### src/rtl/txdma_pkg.sv
package txdma_pkg;
  typedef enum logic [1:0] {
    MODE_OFF  = 2'b00,
    MODE_STOP = 2'b01,
    MODE_RUN  = 2'b10,
    MODE_RSVD = 2'b11
  } txdma_mode_e;

  localparam int ADDR_W      = 12;
  localparam int DATA_W      = 32;
  localparam int CFG_SHIFT   = 5;          // 0x20 stride between channel words
  localparam logic [ADDR_W-1:0] STAT_OFS = 12'h100;
  localparam logic [ADDR_W-1:0] ERR_OFS  = 12'h104;

  localparam int ST_EMPTY_LSB = 24;
  localparam int ST_NOPEND_LSB = 16;
  localparam int ER_ADDR_BIT  = 31;
  localparam int ER_SHORT_BIT = 30;
  localparam int ER_OVR_LSB   = 9;
  localparam int ER_CRED_LSB  = 0;
endpackage

### src/rtl/txdma_chan_ctl.sv
module txdma_chan_ctl
  import txdma_pkg::*;
(
  input  logic       clk,
  input  logic       rst_n,
  input  logic       cfg_we,
  input  logic [1:0] cfg_mode_in,
  input  logic       cfg_en_in,
  input  logic       buf_empty,
  input  logic       req,
  input  logic       frame_end,
  output logic [1:0] mode_o,
  output logic       en_o,
  output logic       empty_q,
  output logic       pend_q,
  output logic       idle
);
  txdma_mode_e mode_q;
  logic        stop_q, stop_d, may_req;

  // A frame-end seen in stop mode latches the channel stopped until the mode moves.
  assign stop_d  = (mode_q == MODE_STOP) && (stop_q || frame_end);
  assign may_req = en_o && ((mode_q == MODE_RUN) || ((mode_q == MODE_STOP) && !stop_d));

  always_ff @(posedge clk or negedge rst_n) begin
    if (!rst_n) begin
      mode_q  <= MODE_OFF;
      en_o    <= 1'b0;
      stop_q  <= 1'b0;
      pend_q  <= 1'b0;
      empty_q <= 1'b0;
    end else begin
      if (cfg_we) begin
        mode_q <= txdma_mode_e'(cfg_mode_in);
        en_o   <= cfg_en_in;
      end
      stop_q  <= stop_d;
      pend_q  <= req && may_req;
      empty_q <= buf_empty;
    end
  end

  assign mode_o = mode_q;
  assign idle   = (mode_q != MODE_RUN) && empty_q && !pend_q;
endmodule

### src/rtl/txdma_err_log.sv
module txdma_err_log
  import txdma_pkg::*;
#(
  parameter int NCH = 8,
  parameter int CW  = 8
) (
  input  logic              clk,
  input  logic              rst_n,
  input  logic              clr_we,
  input  logic [DATA_W-1:0] clr_mask,
  input  logic [NCH-1:0]    cmd_start,
  input  logic [NCH-1:0]    cmd_full,
  input  logic [NCH-1:0]    fifo_full,
  input  logic [NCH*CW-1:0] credit,
  input  logic              addr_fault,
  input  logic              short_xfer,
  output logic [DATA_W-1:0] err_q
);
  logic [NCH-1:0]    cred_nz;
  logic [DATA_W-1:0] set_vec, clr_vec;

  for (genvar c = 0; c < NCH; c++) begin : g_nz
    assign cred_nz[c] = |credit[c*CW +: CW];
  end

  always_comb begin
    set_vec = '0;
    set_vec[ER_ADDR_BIT]  = addr_fault;
    set_vec[ER_SHORT_BIT] = short_xfer;
    set_vec[ER_OVR_LSB  +: NCH] = cmd_start & cmd_full;
    set_vec[ER_CRED_LSB +: NCH] = fifo_full & cred_nz;
    clr_vec = clr_we ? clr_mask : '0;
  end

  // Set has priority over a same-cycle write-one clear.
  always_ff @(posedge clk or negedge rst_n) begin
    if (!rst_n) err_q <= '0;
    else        err_q <= (err_q & ~clr_vec) | set_vec;
  end
endmodule

### src/rtl/txdma_status_tracker.sv
module txdma_status_tracker
  import txdma_pkg::*;
#(
  parameter int NCH = 8,
  parameter int CW  = 8
) (
  input  logic              clk,
  input  logic              rst_n,
  input  logic              reg_wr,
  input  logic [11:0]       reg_addr,
  input  logic [31:0]       reg_wdata,
  output logic [31:0]       reg_rdata,
  input  logic [NCH-1:0]    buf_empty,
  input  logic [NCH-1:0]    chan_req,
  input  logic [NCH-1:0]    frame_end,
  input  logic [NCH-1:0]    cmd_start,
  input  logic [NCH-1:0]    cmd_full,
  input  logic [NCH-1:0]    fifo_full,
  input  logic [NCH*CW-1:0] credit,
  input  logic              addr_fault,
  input  logic              short_xfer,
  output logic [NCH-1:0]    chan_idle,
  output logic              err_any
);
  localparam int IDX_W = (NCH > 1) ? $clog2(NCH) : 1;

  if (NCH > 8) begin : g_bad_nch
    $error("NCH must not exceed 8");
  end

  logic [ADDR_W-CFG_SHIFT-1:0] slot;
  logic                        cfg_hit;
  logic [IDX_W-1:0]            cfg_idx;
  logic [NCH-1:0]              cfg_we, empty_q, pend_q, en_q;
  logic [1:0]                  mode_q [NCH];
  logic [DATA_W-1:0]           stat_word, err_vec;

  assign slot    = reg_addr[ADDR_W-1:CFG_SHIFT];
  assign cfg_hit = (int'(slot) < NCH) && (reg_addr[CFG_SHIFT-1:0] == '0);
  assign cfg_idx = slot[IDX_W-1:0];

  for (genvar c = 0; c < NCH; c++) begin : g_ch
    assign cfg_we[c] = reg_wr && cfg_hit && (cfg_idx == IDX_W'(c));
    txdma_chan_ctl u_ch (
      .clk        (clk),
      .rst_n      (rst_n),
      .cfg_we     (cfg_we[c]),
      .cfg_mode_in(reg_wdata[31:30]),
      .cfg_en_in  (reg_wdata[3]),
      .buf_empty  (buf_empty[c]),
      .req        (chan_req[c]),
      .frame_end  (frame_end[c]),
      .mode_o     (mode_q[c]),
      .en_o       (en_q[c]),
      .empty_q    (empty_q[c]),
      .pend_q     (pend_q[c]),
      .idle       (chan_idle[c])
    );
  end

  txdma_err_log #(.NCH(NCH), .CW(CW)) u_err (
    .clk       (clk),
    .rst_n     (rst_n),
    .clr_we    (reg_wr && (reg_addr == ERR_OFS)),
    .clr_mask  (reg_wdata),
    .cmd_start (cmd_start),
    .cmd_full  (cmd_full),
    .fifo_full (fifo_full),
    .credit    (credit),
    .addr_fault(addr_fault),
    .short_xfer(short_xfer),
    .err_q     (err_vec)
  );

  always_comb begin
    stat_word = '0;
    stat_word[ST_EMPTY_LSB  +: NCH] = empty_q;
    stat_word[ST_NOPEND_LSB +: NCH] = ~pend_q;
  end

  always_comb begin
    reg_rdata = '0;
    if (cfg_hit) begin
      reg_rdata[31:30] = mode_q[cfg_idx];
      reg_rdata[3]     = en_q[cfg_idx];
    end else if (reg_addr == STAT_OFS) begin
      reg_rdata = stat_word;
    end else if (reg_addr == ERR_OFS) begin
      reg_rdata = err_vec;
    end
  end

  assign err_any = |err_vec;
endmodule

### config.mk
export PLATFORM = sky130hd
export DESIGN_NAME = txdma_status_tracker
export DESIGN_NICKNAME = d
export VERILOG_FILES = /design/src/rtl/txdma_pkg.sv /design/src/rtl/txdma_chan_ctl.sv /design/src/rtl/txdma_err_log.sv /design/src/rtl/txdma_status_tracker.sv
export SDC_FILE = /design/constraint.sdc
export NUM_CORES = 1
export LEC_CHECK = 0
export ABC_CLOCK_PERIOD_IN_PS = 3250
export CAP_MARGIN = 20
export CORE_UTILIZATION = 43
export CTS_CLUSTER_DIAMETER = 100
export DETAILED_ROUTE_END_ITERATION = 6
export PLACE_DENSITY = 0.9
export RECOVER_POWER = 100
export SYNTH_ARGS = -nofsm -noshare
export SYNTH_HDL_FRONTEND = slang
export SYNTH_HIERARCHICAL = 1
export SYNTH_SLANG_ARGS = --single-unit
### constraint.sdc
create_clock -name clk -period 3.25 [get_ports clk]
set_input_delay 0.325 -clock clk [delete_from_list [all_inputs] [get_ports clk]]
set_output_delay 0.325 -clock clk [all_outputs]
set_load 0.01 [all_outputs]
==> metrics.cfg <==
[outcome]
run_status=complete, but fails checks
violations=DRC, capacitance limit, slew limit

[place]
place_inst=657
hpwl_mm=9.85
io_buffer_count=201
gp_congestion=0.881

[timing]
period_share_pct=96.4
fin_crit_ps=3130
max_slew.worst_pin.slew_ps=1970
skew_ps=8.58
rsz0062_at_grt=no
slew_headroom_pct=-31.6
setup_viol=0
fin_tns_setup_ps=0
slew_violations=81
fmax_mhz=319
finalHoldViolations=0

[drt]
antenna_left=0
drt_iter0_markers=172
vias=3728
dr.pass1.iters=7
drt-vias-per-instance=5.54
avgRoutedWirePerCell_um=18.6
drc=18
wirelength_mm=12.5

[setup_path]
cp.required_ps=2920
arrival_ps=2810
crit_type=input pin to output pin
setup.worst_path.start_class=input pin
crit_path_end_kind=output pin
r2r_slack_ps=1960
crit_fanout=9

[synth]
postSynthCellCount=354
ys_ff_latch=80
synthTopCellsByArea=dfrtp_1 51%, mux2_2 6.8%, mux2i_1 3.8%, a22o_1 3.5%, nand2_1 3.4%
synthDistinctLibCells=36
synth_top_cell_by_area=dfrtp_1
synth_top_area_share_pct=50.6
synth.net_count=515
synth.most_common_cell=dfrtp_1
syn_area_um2=3960
async_flop_share_pct=100
yosys_warnings=6
synth-edff-count=0
syn_avg_cell_area_um2=11.2
ys_top_cells_by_count=80 x dfrtp_1, 36 x nand2_1, 33 x nor2_1
synth_ff_type=dfrtp_1
yosysSeqAreaShare_pct=50.6

[floorplan]
die_width_um=97.9
ios=202
initial_core_util_pct=44.9
num_rows=34
dieArea_um2=9590
die_y_um=97.9
core-area_um2=8810

[clock_network]
cts_tree=built
clock_sinks=80
clk_path_buf_depth=2
root_buffer=clkbuf_8
hold_buffers=0
numCtsBuffers=9
cts.clk_slew.worst_paths_ps=80
post_cts_buffers=0
htree_levels=3
clk_latency_ps=350
post_cts_resized=0

[grt]
grt_pass1_wl_mm=19.9
grt_pass1_vias=3970
antenna_found_initial=0
track_usage_pct=26.9
grt_remaining_overflow=0
grt_max_degree=81

[finish]
ff_latch_area_um2=2000
instances_no_fill=673
nets=721
multi_input_area_um2=1870
diodes=0
drive_gt1_share_pct=10.8
nFillCells=671
syn2layout_area_growth_pct=58.3

[power_and_ir_drop]
ir_drop_mv=0.238
leakagePower_nw=2.56
powerDensity_nw_per_um2=321

[job]
max-cap-violations=1

[hold_path]
worstHoldPathType=input pin to async pin

[logic make-up (layout without fill, tap and decap cells)]
family | count (synthesis) | after routing | share of synthesized area, %
compound gates | 57 | 57 | 10.3
buf+inv | 14 | 225 | 1.77
flops | 80 | 80 | 50.6
mux | 41 | 41 | 11.8
simple gates | 162 | 162 | 25.6
[state kept, by name, summed over array words and instances, names as in the netlist]
name,flops
g_ch.u_ch/empty_q,8
g_ch.u_ch/stop_q,8
g_ch.u_ch/mode_o,16
u_err/err_q,32
g_ch.u_ch/pend_q,8
g_ch.u_ch/en_o,8
[metrics by stage]
stage	setup WS (ps)	instance area [µm²]	total power, W	utilization [%]	hold WS [ps]
after floorplan	940	3960	0.00107	-	29.4
after global placement	213	6100	0.00132	69.3	476
after detailed placement	150	6100	0.00132	69.3	493
after CTS	150	6290	0.00204	71.5	169
after global routing	44.1	6260	0.00209	71.1	508
final	115	6260	0.00201	71.1	508
[layout make-up]
class	count	area share, %
timing repair buffer	208	32.8
tap	108	2.16
inverter	1	0.0599
sequential	80	32.0
clock inverter	7	1.14
multi-input combinational	260	29.9
clock buffer	9	1.98
[path summary, 6_finish.rpt]
kind,startpoint,endpoint,cells after the start
min reg2reg,g_ch[6].u_ch/mode_o[1],g_ch[6].u_ch/stop_q,1
min in group clk,chan_req[7],g_ch[7].u_ch/pend_q,3
max,reg_addr[11],reg_rdata[21],6
max in group asynchronous,rst_n,g_ch[3].u_ch/pend_q,1
min,rst_n,g_ch[6].u_ch/en_o,1
max reg2reg,g_ch[3].u_ch/mode_o[1],g_ch[3].u_ch/pend_q,2
[cells in the final DEF, fill, tap and decap left out, types with 3 or more instances in the layout]
master | Yosys | layout
mux2_2 | 24 | 23
clkbuf_8 | 0 | 9
nor4_2 | 9 | 9
or4b_1 | 9 | 9
nand2_1 | 36 | 36
buf_4 | 2 | 6
or2b_1 | 8 | 8
nor2b_1 | 3 | 3
clkdlybuf4s50_1 | 0 | 162
nor2_1 | 33 | 33
and2_0 | 0 | 8
mux2i_1 | 15 | 15
dfrtp_1 | 80 | 80
dlygate4sd3_1 | 0 | 38
a21boi_0 | 14 | 14
a21oi_1 | 18 | 18
nor4_1 | 16 | 16
nor3b_1 | 10 | 11
and3b_1 | 10 | 10
and2_1 | 16 | 8
clkinvlp_4 | 0 | 3
a22o_1 | 16 | 16
[worst max-delay path, cell delays in order]
cell and delay [ps]:
clkdlybuf4s50_1 390, or4_1 560, or3_1 520, buf_4 230
nor2_1 160, dlygate4sd3_1 620
[per-layer routing]
layer  vias to the layer above  GRT usage (%)  wire [µm]  part of all wire (%)
li1                       1718              -          -                     -
met1                      1807           31.5       4800                    38
met5                         -              0          0                     0
met2                       174           47.7       6430                    51
met3                        29           6.87        991                   7.9
met4                         0           9.79        313                   2.5
[where the power goes]
group	internal (W)	total [W]	switching [W]
Sequential	0.00100	0.00101	0.00000434
Clock	0.000354	0.000714	0.000360
Combinational	0.000195	0.000291	0.0000964
Power figures use the tool's default switching activity.
